[config.mk]
export PLATFORM = sky130hd
export DESIGN_NAME = addr_scrambler
export DESIGN_NICKNAME = d
export VERILOG_FILES = /design/src/rtl/scr_pkg.sv /design/src/rtl/scr_matrix.sv /design/src/rtl/scr_xform.sv /design/src/rtl/scr_rank_check.sv /design/src/rtl/addr_scrambler.sv
export SDC_FILE = /design/constraint.sdc
export NUM_CORES = 1
export LEC_CHECK = 0
export ABC_AREA = 1
export BUFFER_PORTS_ARGS = -buffer_cell sky130_fd_sc_hd__buf_2
export CAP_MARGIN = 10
export CORE_UTILIZATION = 26
export CTS_CLUSTER_SIZE = 8
export DETAILED_ROUTE_END_ITERATION = 8
export PLACE_DENSITY = 0.43
export RECOVER_POWER = 100
export SLEW_MARGIN = 10
export SYNTH_ARGS = -nofsm -noshare
export SYNTH_HDL_FRONTEND = slang
export SYNTH_HIERARCHICAL = 1
export SYNTH_SLANG_ARGS = --single-unit
[constraint.sdc]
create_clock -name clk -period 2.28 [get_ports clk]
set_input_delay 0.114 -clock clk [delete_from_list [all_inputs] [get_ports clk]]
set_output_delay 0.114 -clock clk [all_outputs]
set_load 0.1 [all_outputs]
[src/rtl/scr_pkg.sv]
package scr_pkg;
  typedef enum logic {CHK_IDLE, CHK_RUN} chk_state_e;
  localparam int unsigned SCR_MIN_AW = 2;
endpackage

[src/rtl/scr_matrix.sv]
module scr_matrix #(
  parameter int AW = 8,
  localparam int RW = $clog2(AW)
) (
  input  logic                   clk,
  input  logic                   rst_n,
  input  logic                   wr_en,
  input  logic [RW-1:0]          wr_row,
  input  logic [AW-1:0]          wr_data,
  output logic [AW-1:0][AW-1:0]  mat
);
  localparam logic [AW-1:0] ONE = AW'(1);

  always_ff @(posedge clk or negedge rst_n) begin
    if (!rst_n) begin
      for (int r = 0; r < AW; r++) mat[r] <= ONE << r;
    end else if (wr_en) begin
      mat[wr_row] <= wr_data;
    end
  end

  // a written row holds the written data on the following cycle
  a_r4_row_stored: assert property (@(posedge clk) disable iff (!rst_n)
    wr_en |=> mat[$past(wr_row)] == $past(wr_data));
endmodule

[src/rtl/scr_xform.sv]
module scr_xform #(
  parameter int AW = 8
) (
  input  logic                   clk,
  input  logic                   rst_n,
  input  logic [AW-1:0][AW-1:0]  mat,
  input  logic                   en,
  input  logic                   in_valid,
  input  logic [AW-1:0]          in_addr,
  output logic                   out_valid,
  output logic [AW-1:0]          out_addr
);
  function automatic logic [AW-1:0] gf2_mat_vec(input logic [AW-1:0][AW-1:0] m,
                                                input logic [AW-1:0] v);
    logic [AW-1:0] res;
    for (int i = 0; i < AW; i++) res[i] = ^(m[i] & v);
    return res;
  endfunction

  logic          accept;
  logic [AW-1:0] prod;

  assign accept = in_valid && en;
  assign prod   = gf2_mat_vec(mat, in_addr);

  always_ff @(posedge clk or negedge rst_n) begin
    if (!rst_n) begin
      out_valid <= 1'b0;
      out_addr  <= '0;
    end else begin
      out_valid <= accept;
      if (accept) out_addr <= prod;
    end
  end

  // an output beat always stems from an accepted input one cycle earlier
  a_r3_valid_source: assert property (@(posedge clk) disable iff (!rst_n)
    out_valid |-> $past(in_valid) && $past(en));
  // nothing is emitted when translation was disabled
  a_r3_drop_unconfigured: assert property (@(posedge clk) disable iff (!rst_n)
    !en |=> !out_valid);
endmodule

[src/rtl/scr_rank_check.sv]
module scr_rank_check #(
  parameter int AW = 8,
  localparam int CW = (AW > 1) ? $clog2(AW) : 1
) (
  input  logic                   clk,
  input  logic                   rst_n,
  input  logic [AW-1:0][AW-1:0]  mat,
  input  logic                   start,
  input  logic                   abort,
  output logic                   busy,
  output logic                   fin_pass,
  output logic                   fin_fail
);
  import scr_pkg::*;

  localparam logic [CW-1:0] LAST_COL = CW'(AW - 1);

  function automatic logic [AW-1:0] lowest_one(input logic [AW-1:0] v);
    logic [AW-1:0] oh;
    logic          seen;
    oh   = '0;
    seen = 1'b0;
    for (int k = 0; k < AW; k++) begin
      if (v[k] && !seen) begin
        oh[k] = 1'b1;
        seen  = 1'b1;
      end
    end
    return oh;
  endfunction

  chk_state_e            state;
  logic [AW-1:0][AW-1:0] work;
  logic [AW-1:0][AW-1:0] work_nx;
  logic [AW-1:0]         used;
  logic [CW-1:0]         col;
  logic [AW-1:0]         cand;
  logic [AW-1:0]         piv_oh;
  logic [AW-1:0]         piv_row;
  logic                  have_piv;
  logic                  step;

  always_comb begin
    for (int r = 0; r < AW; r++) cand[r] = !used[r] && work[r][col];
    piv_oh   = lowest_one(cand);
    have_piv = |cand;
    piv_row  = '0;
    for (int r = 0; r < AW; r++) if (piv_oh[r]) piv_row = piv_row | work[r];
    for (int r = 0; r < AW; r++)
      work_nx[r] = (work[r][col] && !piv_oh[r]) ? (work[r] ^ piv_row) : work[r];
  end

  assign busy     = (state == CHK_RUN);
  assign step     = busy && !start && !abort;
  assign fin_fail = step && !have_piv;
  assign fin_pass = step && have_piv && (col == LAST_COL);

  always_ff @(posedge clk or negedge rst_n) begin
    if (!rst_n) begin
      state <= CHK_IDLE;
      work  <= '0;
      used  <= '0;
      col   <= '0;
    end else if (abort) begin
      state <= CHK_IDLE;
    end else if (start) begin
      state <= CHK_RUN;
      work  <= mat;
      used  <= '0;
      col   <= '0;
    end else if (fin_fail || fin_pass) begin
      state <= CHK_IDLE;
    end else if (step) begin
      work <= work_nx;
      used <= used | piv_oh;
      col  <= col + CW'(1);
    end
  end

  // the check never ends both ways in one cycle
  a_r6_single_verdict: assert property (@(posedge clk) disable iff (!rst_n)
    !(fin_pass && fin_fail));
  // a start that is not aborted makes the checker busy
  a_r5_start_busy: assert property (@(posedge clk) disable iff (!rst_n)
    start && !abort |=> busy);
  // a failing step ends the run
  a_r7_fail_ends: assert property (@(posedge clk) disable iff (!rst_n)
    fin_fail |=> !busy);
  // pivot rows chosen so far are at most one per processed column
  a_r6_pivot_count: assert property (@(posedge clk) disable iff (!rst_n)
    busy |-> $countones(used) == int'(col));
endmodule

[src/rtl/addr_scrambler.sv]
module addr_scrambler #(
  parameter int AW       = 8,
  parameter bit CHECK_EN = 1'b1,
  localparam int RW = $clog2(AW)
) (
  input  logic          clk,
  input  logic          rst_n,
  input  logic          cfg_we,
  input  logic [RW-1:0] cfg_row,
  input  logic [AW-1:0] cfg_data,
  input  logic          cfg_commit,
  input  logic          in_valid,
  input  logic [AW-1:0] in_addr,
  output logic          out_valid,
  output logic [AW-1:0] out_addr,
  output logic          configured,
  output logic          chk_busy,
  output logic          chk_singular
);
  localparam logic [RW:0] ROWS = (RW + 1)'(AW);

  logic [AW-1:0][AW-1:0] mat;
  logic                  row_wr;
  logic                  commit_ok;
  logic                  chk_pass;
  logic                  chk_fail;

  assign row_wr    = cfg_we && ({1'b0, cfg_row} < ROWS);
  assign commit_ok = cfg_commit && !cfg_we;

  scr_matrix #(.AW(AW)) u_mat (
    .clk(clk), .rst_n(rst_n), .wr_en(row_wr), .wr_row(cfg_row),
    .wr_data(cfg_data), .mat(mat)
  );

  scr_xform #(.AW(AW)) u_xf (
    .clk(clk), .rst_n(rst_n), .mat(mat), .en(configured),
    .in_valid(in_valid), .in_addr(in_addr),
    .out_valid(out_valid), .out_addr(out_addr)
  );

  generate
    if (CHECK_EN) begin : g_chk
      scr_rank_check #(.AW(AW)) u_chk (
        .clk(clk), .rst_n(rst_n), .mat(mat), .start(commit_ok),
        .abort(row_wr), .busy(chk_busy), .fin_pass(chk_pass), .fin_fail(chk_fail)
      );
    end else begin : g_nochk
      assign chk_busy = 1'b0;
      assign chk_pass = 1'b0;
      assign chk_fail = 1'b0;
    end
  endgenerate

  always_ff @(posedge clk or negedge rst_n) begin
    if (!rst_n) begin
      configured   <= 1'b1;
      chk_singular <= 1'b0;
    end else if (row_wr) begin
      configured   <= 1'b0;
      chk_singular <= 1'b0;
    end else if (commit_ok) begin
      configured   <= !CHECK_EN;
      chk_singular <= 1'b0;
    end else if (chk_pass) begin
      configured   <= 1'b1;
    end else if (chk_fail) begin
      chk_singular <= 1'b1;
    end
  end

  // a row write disables translation on the next cycle
  a_r4_write_disables: assert property (@(posedge clk) disable iff (!rst_n)
    row_wr |=> !configured && !chk_singular);
  // a passing check enables translation
  a_r6_pass_enables: assert property (@(posedge clk) disable iff (!rst_n)
    chk_pass |=> configured && !chk_singular);
  // a failing check flags singular and keeps translation off
  a_r7_fail_flags: assert property (@(posedge clk) disable iff (!rst_n)
    chk_fail |=> chk_singular && !configured);
  // translation is never enabled while a check is running
  a_r5_no_cfg_while_busy: assert property (@(posedge clk) disable iff (!rst_n)
    chk_busy |-> !configured);
endmodule

==> results of run 1 <==
-- power by group --
group | total (mW) | switching [mW] | internal (mW)
clock network | 2.76 | 1.30 | 1.47
logic | 13.4 | 7.91 | 5.53
registers | 4.22 | 0.730 | 3.49
total | 20.4 | 9.94 | 10.5
-- worst paths after layout --
kind | start | to | slack [ns] | cells past startpoint
max in group asynchronous | rst_n | u_mat/mat[0]$_DFFE_PN1P_ | 0.23 | 3
worst max register to register | g_chk.u_chk/col[0]$_DFFE_PN0P_ | g_chk.u_chk/work[1]$_DFFE_PN0P_ | -0.33 | 17
worst min register to register | u_xf/out_addr[0]$_DFFE_PN0P_ | u_xf/out_addr[0]$_DFFE_PN0P_ | 0.48 | 2
worst min-delay path | cfg_data[2] | u_mat/mat[42]$_DFFE_PN0P_ | 0.03 | 3
worst max-delay path | g_chk.u_chk/col[0]$_DFFE_PN0P_ | g_chk.u_chk/work[1]$_DFFE_PN0P_ | -0.33 | 17
min in group asynchronous | rst_n | g_chk.u_chk/used[3]$_DFFE_PN0P_ | 0.72 | 2
-- Yosys cell counts, types with 2 or more instances --
cell type,number,area share [%]
nand2_1,817,30
dfrtp_1,142,34
nand3_1,140,6.7
inv_1,116,4.2
o21ai_1,76,3.7
nor2_1,55,2.0
o21ai_0,43,2.1
inv_2,33,1.2
nor2_2,21,1.3
nand4_1,19,1.1
nand3_2,17,1.6
nand2_2,16,0.96
a21oi_1,14,0.67
buf_4,12,0.87
or2_2,11,0.66
nor2_4,10,1.1
buf_6,9,0.98
dfstp_2,9,2.3
bufbuf_8,8,1.4
clkbuf_1,8,0.29
buf_2,5,0.24
clkinv_1,4,0.14
inv_4,3,0.18
nand2_4,3,0.33
a31oi_1,2,0.12
ha_1,2,0.24
o211ai_1,2,0.14
-- area by class of cell --
type                            instances  area (µm²)  share of cell area, %
Multi-Input combinational cell       1262        5810                   43.6
Sequential cell                       151        3790                   28.5
Timing Repair Buffer                  240        1890                   14.2
Tap cell                              518         648                   4.87
Inverter                              157         614                   4.62
Clock buffer                           20         457                   3.43
Clock inverter                         12        92.6                  0.696
-- metrics by stage --
stage	std cells	util, %	power, mW	worst slack (ns)	TNS (ns)
final	2360	34.1	20.4	-0.327	-18.66
after global routing	2360	34.1	21.9	-0.531	-37.59
after floorplan	1613	-	10.2	0.0917	0
after detailed placement	2309	31.8	16.7	-0.452	-28.20
after global placement	2309	31.8	16.7	-0.425	-26.54
after CTS	2357	34.0	20.1	-0.300	-18.08
-- routing by layer --
metal	vias up	track usage, %
li1	5493	-
met1	5211	27.2
met2	249	34.8
met3	59	2.18
met4	0	7.12
met5	-	0
-- critical path, stage by stage (launching register included) --
cell     delay, ns
dfrtp_2       0.47
buf_12        0.19
nand2_1       0.07
nand3_1       0.07
nand3_1       0.16
nand2_1       0.11
nor2_4        0.14
nor2_2        0.07
buf_4         0.16
nand3_1       0.08
nand3_1       0.13
nor2_2        0.21
nand3_2       0.16
buf_4         0.18
nand2_1       0.05
nand3_1       0.09
nand3_1       0.10
nand2_1       0.05
-- repair_timing --
action	in CTS	in global routing
setup endpoints to repair	77	78
setup buffers	7	2
resized for setup	33	41
hold endpoints to repair	64	0
gates cloned	1	1
pin swaps	5	1
hold buffers	8	0
-- state kept, by name, summed over array words and instances, names as in the netlist --
| name | flops |
|---|---|
| chk_singular | 1 |
| u_mat/mat | 64 |
| configured | 1 |
| g_chk.u_chk/col | 3 |
| g_chk.u_chk/used | 8 |
| u_xf/out_valid | 1 |
| g_chk.u_chk/busy | 1 |
| u_xf/out_addr | 8 |
| g_chk.u_chk/work | 64 |
-- cell families (layout without fill, tap and decap cells) --
kind of cell | after synthesis | count (layout) | share of synthesized area [%]
multiplexers | 1 | 1 | 0.132
adder cells (fa/ha/maj) | 2 | 2 | 0.241
AND/OR/NAND/NOR | 1116 | 1118 | 46.3
AO/OA/AOI/OAI | 141 | 141 | 6.97
flip-flops | 151 | 151 | 36.5
buffers and inverters | 202 | 429 | 9.92
==> run_results.csv, run 1 <==
group,metric,value,unit
hold_path,hold_path_class,"input port to flip-flop",
clocking,clock_sinks,151,
placed_design,dpl.hpwl,31300,µm
worst_setup_path,crit_path_max_fanout,27,
routing,wl_met3,1260,µm
routing,wirelength,41000,µm
outcome,status,"finished, violations left",
timing,worstMarginPinSlew,1.86,ns
placed_design,place_area,12400,µm²
worst_setup_path,worst-setup-path-type,"flip-flop to flip-flop",
flow_run,cap_violations,1,
routing,postRouteAntennaNets,0,
floorplan,die_h,202,µm
final_layout,fill_cells,4231,
logic_synthesis,synth.avg_cell_area,6.44,µm²
worst_setup_path,cp.arrival,2.94,ns
logic_synthesis,synth_nets,1639,
routing,route.met2.wl,19900,µm
final_layout,fin_nets,1855,
final_layout,final_common_cell,"nand2_1",
final_layout,layout_common_cells,"815 x nand2_1, 175 x buf_4, 140 x dfrtp_1",
routing,dr.pass1.iters,5,
global_route,overflow,0,
global_route,grt_first_pass_wirelength,63400,µm
routing,drt-vias-per-instance,4.67,
final_layout,area_delta_synth_final,28.0,%
final_layout,drive_above_1_share,22.1,%
logic_synthesis,synth_top_flop_cell,"dfrtp_1",
timing,setup_ws,-0.327,ns
global_route,antenna_found_initial,0,
logic_synthesis,synth-seq-cells,151,
logic_synthesis,synthCells,1613,
final_layout,antennaDiodeCount,0,
clocking,cts_buffers,17,
logic_synthesis,synth.distinct_cells,43,
outcome,violations,"capacitance limit, slew limit, setup timing",
worst_setup_path,worstPathRequired,2.61,ns
floorplan,die_w,202,µm
power,power.leakage,7.34,nW
logic_synthesis,synthesis.area,10400,µm²
timing,setup_viol,77,
worst_setup_path,startpoint_type,"flip-flop",
routing,routed.top_layer,"met4",
worst_setup_path,end_kind,"flip-flop",
placed_design,routabilityCongestion,0.885,
routing,wl_per_cell,17.4,µm
floorplan,core,39000,µm²
clocking,path_clk_slew,0.07,ns
logic_synthesis,async_flop_share,100,%
timing,slew_headroom,-23.8,%
routing,wl_met1,18800,µm
timing,drv_slew,64,
clocking,clock_latency,0.45,ns
logic_synthesis,seq_area_frac_synth,36.5,%
clocking,cts_tree,"done",
timing,fin_crit,2.61,ns
timing,whs,0.0335,ns
timing,rsz0062_at_grt,"yes",
routing,remaining_drc_errors,0,
timing,final.setup_skew,0.0140,ns
floorplan,start_util,26.6,%
logic_synthesis,synth_edf_count,0,
timing,fmax,384,MHz
routing,drt_iter0_drc,834,
timing,fin_crit_sh,114,%
global_route,grt_max_degree,64,
power,peakVddDrop,0.638,mV
final_layout,final_cell_area,13300,µm²
logic_synthesis,synth_warnings,6,
clocking,clock-root-buffer,"clkbuf_16",
global_route,grt_usage,20.6,%
floorplan,dieArea,40800,µm²
global_route,first_global_vias,10800,
clocking,cts_max_path_buffers,2,
floorplan,rows,72,
placed_design,portBuffers,35,
clocking,htreeDepth,4,
routing,vias,11000,
power,power_density,1540,nW/µm²
floorplan,boundaryPins,36,
timing,hold_violations,0,
Note: power is estimated with default switching activity, not from simulation.
==> inputs of run 2 (changes only) <==
- CTS_BUF_LIST: unset -> sky130_fd_sc_hd__clkbuf_2 sky130_fd_sc_hd__clkbuf_4 sky130_fd_sc_hd__clkbuf_8
==> run_results.csv, run 2 (same netlist as run 1, synthesis figures left out) <==
group,metric,value,unit
routing,dr.pass1.iters,7,
timing,setup_ws,-0.330,ns
floorplan,rows,72,
timing,rsz0062_at_grt,"yes",
routing,vias,11000,
timing,hold_violations,0,
routing,remaining_drc_errors,0,
outcome,status,"finished, violations left",
global_route,first_global_vias,10800,
global_route,overflow,0,
final_layout,area_delta_synth_final,25.8,%
worst_setup_path,cp.arrival,2.98,ns
power,power_density,1490,nW/µm²
worst_setup_path,end_kind,"flip-flop",
power,peakVddDrop,0.599,mV
worst_setup_path,crit_path_max_fanout,24,
floorplan,die_w,202,µm
timing,worstMarginPinSlew,1.85,ns
clocking,clock_sinks,151,
clocking,clock-root-buffer,"clkbuf_8",
final_layout,final-seq-area,3790,µm²
outcome,violations,"capacitance limit, slew limit, setup timing",
routing,drt-vias-per-instance,4.64,
final_layout,antennaDiodeCount,0,
timing,drv_slew,64,
floorplan,core,39000,µm²
global_route,grt_first_pass_wirelength,63400,µm
floorplan,die_h,202,µm
clocking,path_clk_slew,0.09,ns
clocking,htreeDepth,4,
final_layout,layout_common_cells,"816 x nand2_1, 174 x buf_4, 140 x dfrtp_1",
clocking,cts_tree,"done",
worst_setup_path,worstPathRequired,2.65,ns
routing,wirelength,40900,µm
global_route,grt_usage,20.6,%
placed_design,routabilityCongestion,0.885,
power,total_power,19.5,mW
clocking,cts_buffers,17,
power,power.leakage,7.26,nW
clocking,clock_latency,0.50,ns
global_route,grt_max_degree,64,
routing,wl_per_cell,17.3,µm
floorplan,dieArea,40800,µm²
timing,fin_crit,2.61,ns
routing,drt_iter0_drc,788,
flow_run,cap_violations,1,
final_layout,final_common_cell,"nand2_1",
global_route,antenna_found_initial,0,
final_layout,fin_nets,1858,
timing,slew_headroom,-23.2,%
worst_setup_path,startpoint_type,"flip-flop",
final_layout,drive_above_1_share,21.5,%
timing,setup_viol,77,
timing,fmax,383,MHz
worst_setup_path,worst-setup-path-type,"flip-flop to flip-flop",
final_layout,fill_cells,4252,
timing,final.setup_skew,0.0190,ns
final_layout,reg_top3,"g_chk.u_chk/work x64, u_mat/mat x64",
hold_path,hold_path_class,"input port to flip-flop",
timing,fin_crit_sh,114,%
placed_design,portBuffers,35,
final_layout,multi_input_area,5740,µm²
placed_design,dpl.hpwl,31300,µm
routing,postRouteAntennaNets,0,
clocking,cts_max_path_buffers,2,
floorplan,boundaryPins,36,
timing,tns,-18.39,ns
floorplan,start_util,26.6,%
## run 2: changes by cell type in the layout (fill, tap and decap cells not counted), sizes merged
cell	before	now
clkbuf	38	40
buf	214	211
dlygate4sd3	8	12
## run 2: worst paths after layout
kind                                                     to                      startpoint  slack [ns]  cells after the start
setup / recovery           g_chk.u_chk/work[26]$_DFFE_PN0P_  g_chk.u_chk/col[0]$_DFFE_PN0P_       -0.33                     16
hold / removal                       configured$_DFFE_PN1P_                          cfg_we        0.07                      4
setup reg to reg           g_chk.u_chk/work[26]$_DFFE_PN0P_  g_chk.u_chk/col[0]$_DFFE_PN0P_       -0.33                     16
hold reg to reg                   u_mat/mat[45]$_DFFE_PN1P_       u_mat/mat[45]$_DFFE_PN1P_        0.48                      2
max in group asynchronous          u_mat/mat[9]$_DFFE_PN1P_                           rst_n        0.17                      3
min in group asynchronous   g_chk.u_chk/used[3]$_DFFE_PN0P_                           rst_n        0.66                      2
## run 2: through the flow
stage	cell area (µm²)	std cells	worst slack (ns)	hold slack, ns	util [%]
after floorplan	10400	1613	0.0917	-0.182	-
after global placement	12400	2309	-0.425	0.200	31.8
after detailed placement	12400	2309	-0.452	0.197	31.8
after CTS	13100	2361	-0.279	0.0225	33.6
after global routing	13100	2363	-0.524	0.0683	33.5
final	13100	2363	-0.330	0.0746	33.5
## run 2: critical path: stages (launching register included)
cell and delay (ns):
dfrtp_2 0.46, inv_6 0.19, nand2_1 0.09, nand3_1 0.09, nand3_2 0.11, nand3_4 0.13
nand2_2 0.09, nor2_4 0.17, buf_4 0.16, nand3b_2 0.15, nor2_2 0.17, nor2_4 0.08
nand3_2 0.11, nor2_2 0.07, buf_12 0.16, o21ai_0 0.17, nand2_1 0.08
## run 2: final cells by class
type / count / share of cell area [%]
multi-input combinational: 1262 / 43.9
clock buffer: 20 / 2.06
clock inverter: 12 / 0.708
timing repair buffer: 243 / 14.7
inverter: 157 / 4.68
tap: 518 / 4.96
sequential: 151 / 29.0
## run 2: where the power goes
part	switching [mW]	leakage [nW]	internal [mW]
clock	1.21	0.182	0.838
combinational	7.80	5.16	5.47
sequential	0.717	1.91	3.49
total	9.72	7.26	9.80
## run 2: repair_timing
action                                 in CTS  in global routing
buffers inserted                            7                  1
endpoints found under the hold margin     122                  0
pin swaps                                   8                  3
setup endpoints to repair                  77                 78
hold buffers                               12                  0
gates resized for setup                    33                 12
cloned                                      1                  1
## run 2: routing by layer
layer,global-route usage (%),wire (µm),vias to the layer above,share of wire [%]
li1,-,-,5488,-
met5,0,0,-,0
met3,2.26,1620,53,4.0
met2,34.8,19600,249,48
met1,27.1,18500,5174,45
met4,7.20,1150,0,2.8
==> inputs of run 3 (changes only) <==
- CELL_PAD_IN_SITES_DETAIL_PLACEMENT: unset -> 0
- CELL_PAD_IN_SITES_GLOBAL_PLACEMENT: unset -> 1
- GPL_TIMING_DRIVEN: unset -> 0
- PLACE_DENSITY: 0.43 -> 0.55
==> run_results.csv, run 3 (same netlist as run 1, synthesis figures left out) <==
group,metric,value,unit
worst_setup_path,cpMostUsedCell,"nand3_4",
worst_setup_path,cp_slowest_stage_delay,0.40,ns
floorplan,core,39000,µm²
floorplan,dieArea,40800,µm²
power,power.leakage,7.07,nW
global_route,grt_usage,21.2,%
routing,dr.pass1.iters,5,
global_route,overflow,0,
placed_design,dpl.hpwl,30800,µm
clocking,cts_tree,"done",
worst_setup_path,crit_chain,"buf_6, clkinv_8, buf_8, nand2_2, nand3_4, nand3_4, nand3_4, nand2_4, nor2_4, buf_8, clkinv_8, nor2_4, nand4_1, nand3_4, buf_12, nand2_8, o21ai_2, nand2_1, nand2_1",
floorplan,die_h,202,µm
timing,rsz0062_at_grt,"yes",
timing,hold_violations,0,
routing,drt_iter0_drc,774,
worst_setup_path,cp.arrival,3.18,ns
clocking,path_clk_slew,0.09,ns
global_route,grt_first_pass_wirelength,63800,µm
worst_setup_path,end_kind,"flip-flop",
final_layout,final_core_util,34.4,%
routing,routed.top_layer,"met4",
timing,setup_viol,78,
floorplan,boundaryPins,36,
timing,fin_crit,2.73,ns
timing,slew_headroom,-10.3,%
placed_design,portBuffers,19,
global_route,antenna_found_initial,0,
placed_design,placed_cells,2152,
timing,setup_ws,-0.451,ns
final_layout,fin_nets,1753,
routing,wirelength,42200,µm
floorplan,die_w,202,µm
power,power_density,1520,nW/µm²
clocking,cts_max_path_buffers,2,
final_layout,reg_top3,"g_chk.u_chk/work x64, u_mat/mat x64",
global_route,first_global_vias,10600,
floorplan,rows,72,
routing,wl_met1,19100,µm
floorplan,start_util,26.6,%
worst_setup_path,startpoint_type,"flip-flop",
final_layout,fill_cells,4195,
routing,drt-vias-per-instance,4.75,
timing,fin_crit_sh,120,%
outcome,violations,"capacitance limit, slew limit, setup timing",
flow_run,cap_violations,1,
final_layout,area_delta_synth_final,29.1,%
worst_setup_path,path_delay_family,"simple AND/OR/NAND/NOR gates",
routing,wl_per_cell,18.7,µm
global_route,grt_max_degree,73,
timing,worstMarginPinSlew,1.65,ns
routing,wl_met3,1590,µm
timing,fmax,366,MHz
timing,drv_slew,27,
hold_path,hold_path_class,"input port to flip-flop",
worst_setup_path,critPathBufInv,6,
clocking,clock_latency,0.52,ns
clocking,clock_sinks,151,
outcome,status,"finished, violations left",
routing,postRouteAntennaNets,0,
final_layout,layout.cells.non_filler,2258,
routing,remaining_drc_errors,0,
placed_design,routabilityCongestion,0.854,
power,total_power,20.5,mW
final_layout,final_common_cell,"nand2_1",
final_layout,antennaDiodeCount,0,
worst_setup_path,worst-setup-path-type,"flip-flop to flip-flop",
clocking,htreeDepth,4,
power,peakVddDrop,0.691,mV
worst_setup_path,crit_path_max_fanout,6,
clocking,clock-root-buffer,"clkbuf_8",
worst_setup_path,worstPathRequired,2.73,ns
timing,final.setup_skew,0.0190,ns
clocking,cts_buffers,17,
final_layout,drive_above_1_share,22.9,%
routing,route.met2.wl,20500,µm
routing,vias,10700,
worst_setup_path,cp_slowest_cell,"dfrtp_1",
final_layout,layout_common_cells,"789 x nand2_1, 142 x dfrtp_1, 114 x inv_1",
## run 3: changes by cell type in the layout (fill, tap and decap cells not counted), moves of 13 or more
cell and delta:
buf_2 -15, buf_4 -129, nand2_1 -27, nand2_2 +20
nand3_1 -35, nand3_2 +22, nand3_4 +13, o21ai_0 -33
o21ai_1 -21, o21ai_2 +52
## run 3: power by group
part / switching [mW] / total, mW / internal (mW) / leakage [nW]
clock: 1.24 / 2.30 / 1.06 / 0.208
combinational: 8.42 / 13.6 / 5.19 / 4.95
sequential: 1.06 / 4.54 / 3.48 / 1.91
total: 10.7 / 20.5 / 9.74 / 7.07
## run 3: timing repair
| item | in CTS | in global routing |
|---|---|---|
| buffers inserted | 33 | 21 |
| gates cloned | 6 | 0 |
| pin swaps | 51 | 105 |
| endpoints found under the setup margin | 77 | 77 |
| gates resized for setup | 173 | 103 |
| hold endpoints to repair | 156 | 0 |
| hold buffers | 14 | 0 |
## run 3: area by class of cell
cell class                      count  area [µm²]  share of cell area (%)
Buffer                             45         477                    3.55
Clock buffer                       19         262                    1.95
Clock inverter                     13         159                    1.18
Inverter                          157         653                    4.87
Multi-Input combinational cell   1261        6470                    48.2
Sequential cell                   151        3790                    28.2
Tap cell                          518         648                    4.83
Timing Repair Buffer               93         948                    7.07
Timing Repair inverter              1        11.3                  0.0839
## run 3: tightest hold or removal path: stages
cell and delay [ns]:
buf_2 0.21, inv_1 0.08, nand2_2 0.08, a21oi_2 0.03
## run 3: path summary, 6_finish.rpt
check	from	end	slack (ns)	depth (start not counted)
setup / recovery	g_chk.u_chk/col[0]$_DFFE_PN0P_	g_chk.u_chk/work[28]$_DFFE_PN0P_	-0.45	19
hold / removal	cfg_we	chk_singular$_DFFE_PN0P_	0.05	4
setup reg to reg	g_chk.u_chk/col[0]$_DFFE_PN0P_	g_chk.u_chk/work[28]$_DFFE_PN0P_	-0.45	19
hold reg to reg	u_mat/mat[63]$_DFFE_PN1P_	u_mat/mat[63]$_DFFE_PN1P_	0.48	2
max in group asynchronous	rst_n	u_mat/mat[63]$_DFFE_PN1P_	-0.03	4
min in group asynchronous	rst_n	g_chk.u_chk/used[4]$_DFFE_PN0P_	0.56	2
## run 3: stage by stage
stage / setup WS [ns] / TNS (ns) / cell area, µm² / hold slack (ns)
6_report: -0.451 / -27.18 / 13400 / 0.0481
5_1_grt: -0.607 / -60.28 / 13400 / 0.0392
4_1_cts: -0.366 / -22.85 / 12900 / 0.00888
3_5_place_dp: -0.710 / -39.61 / 11200 / -0.0112
3_3_place_gp: -1.68 / -279.63 / 11100 / 0.348
2_1_floorplan: 0.0917 / 0 / 10400 / -0.182
## run 3: routing by layer
layer / track usage (%) / vias to the layer above
met3: 2.53 / 51
met4: 7.25 / 0
met2: 36.0 / 210
met5: 0 / -
li1: - / 5299
met1: 27.9 / 5159
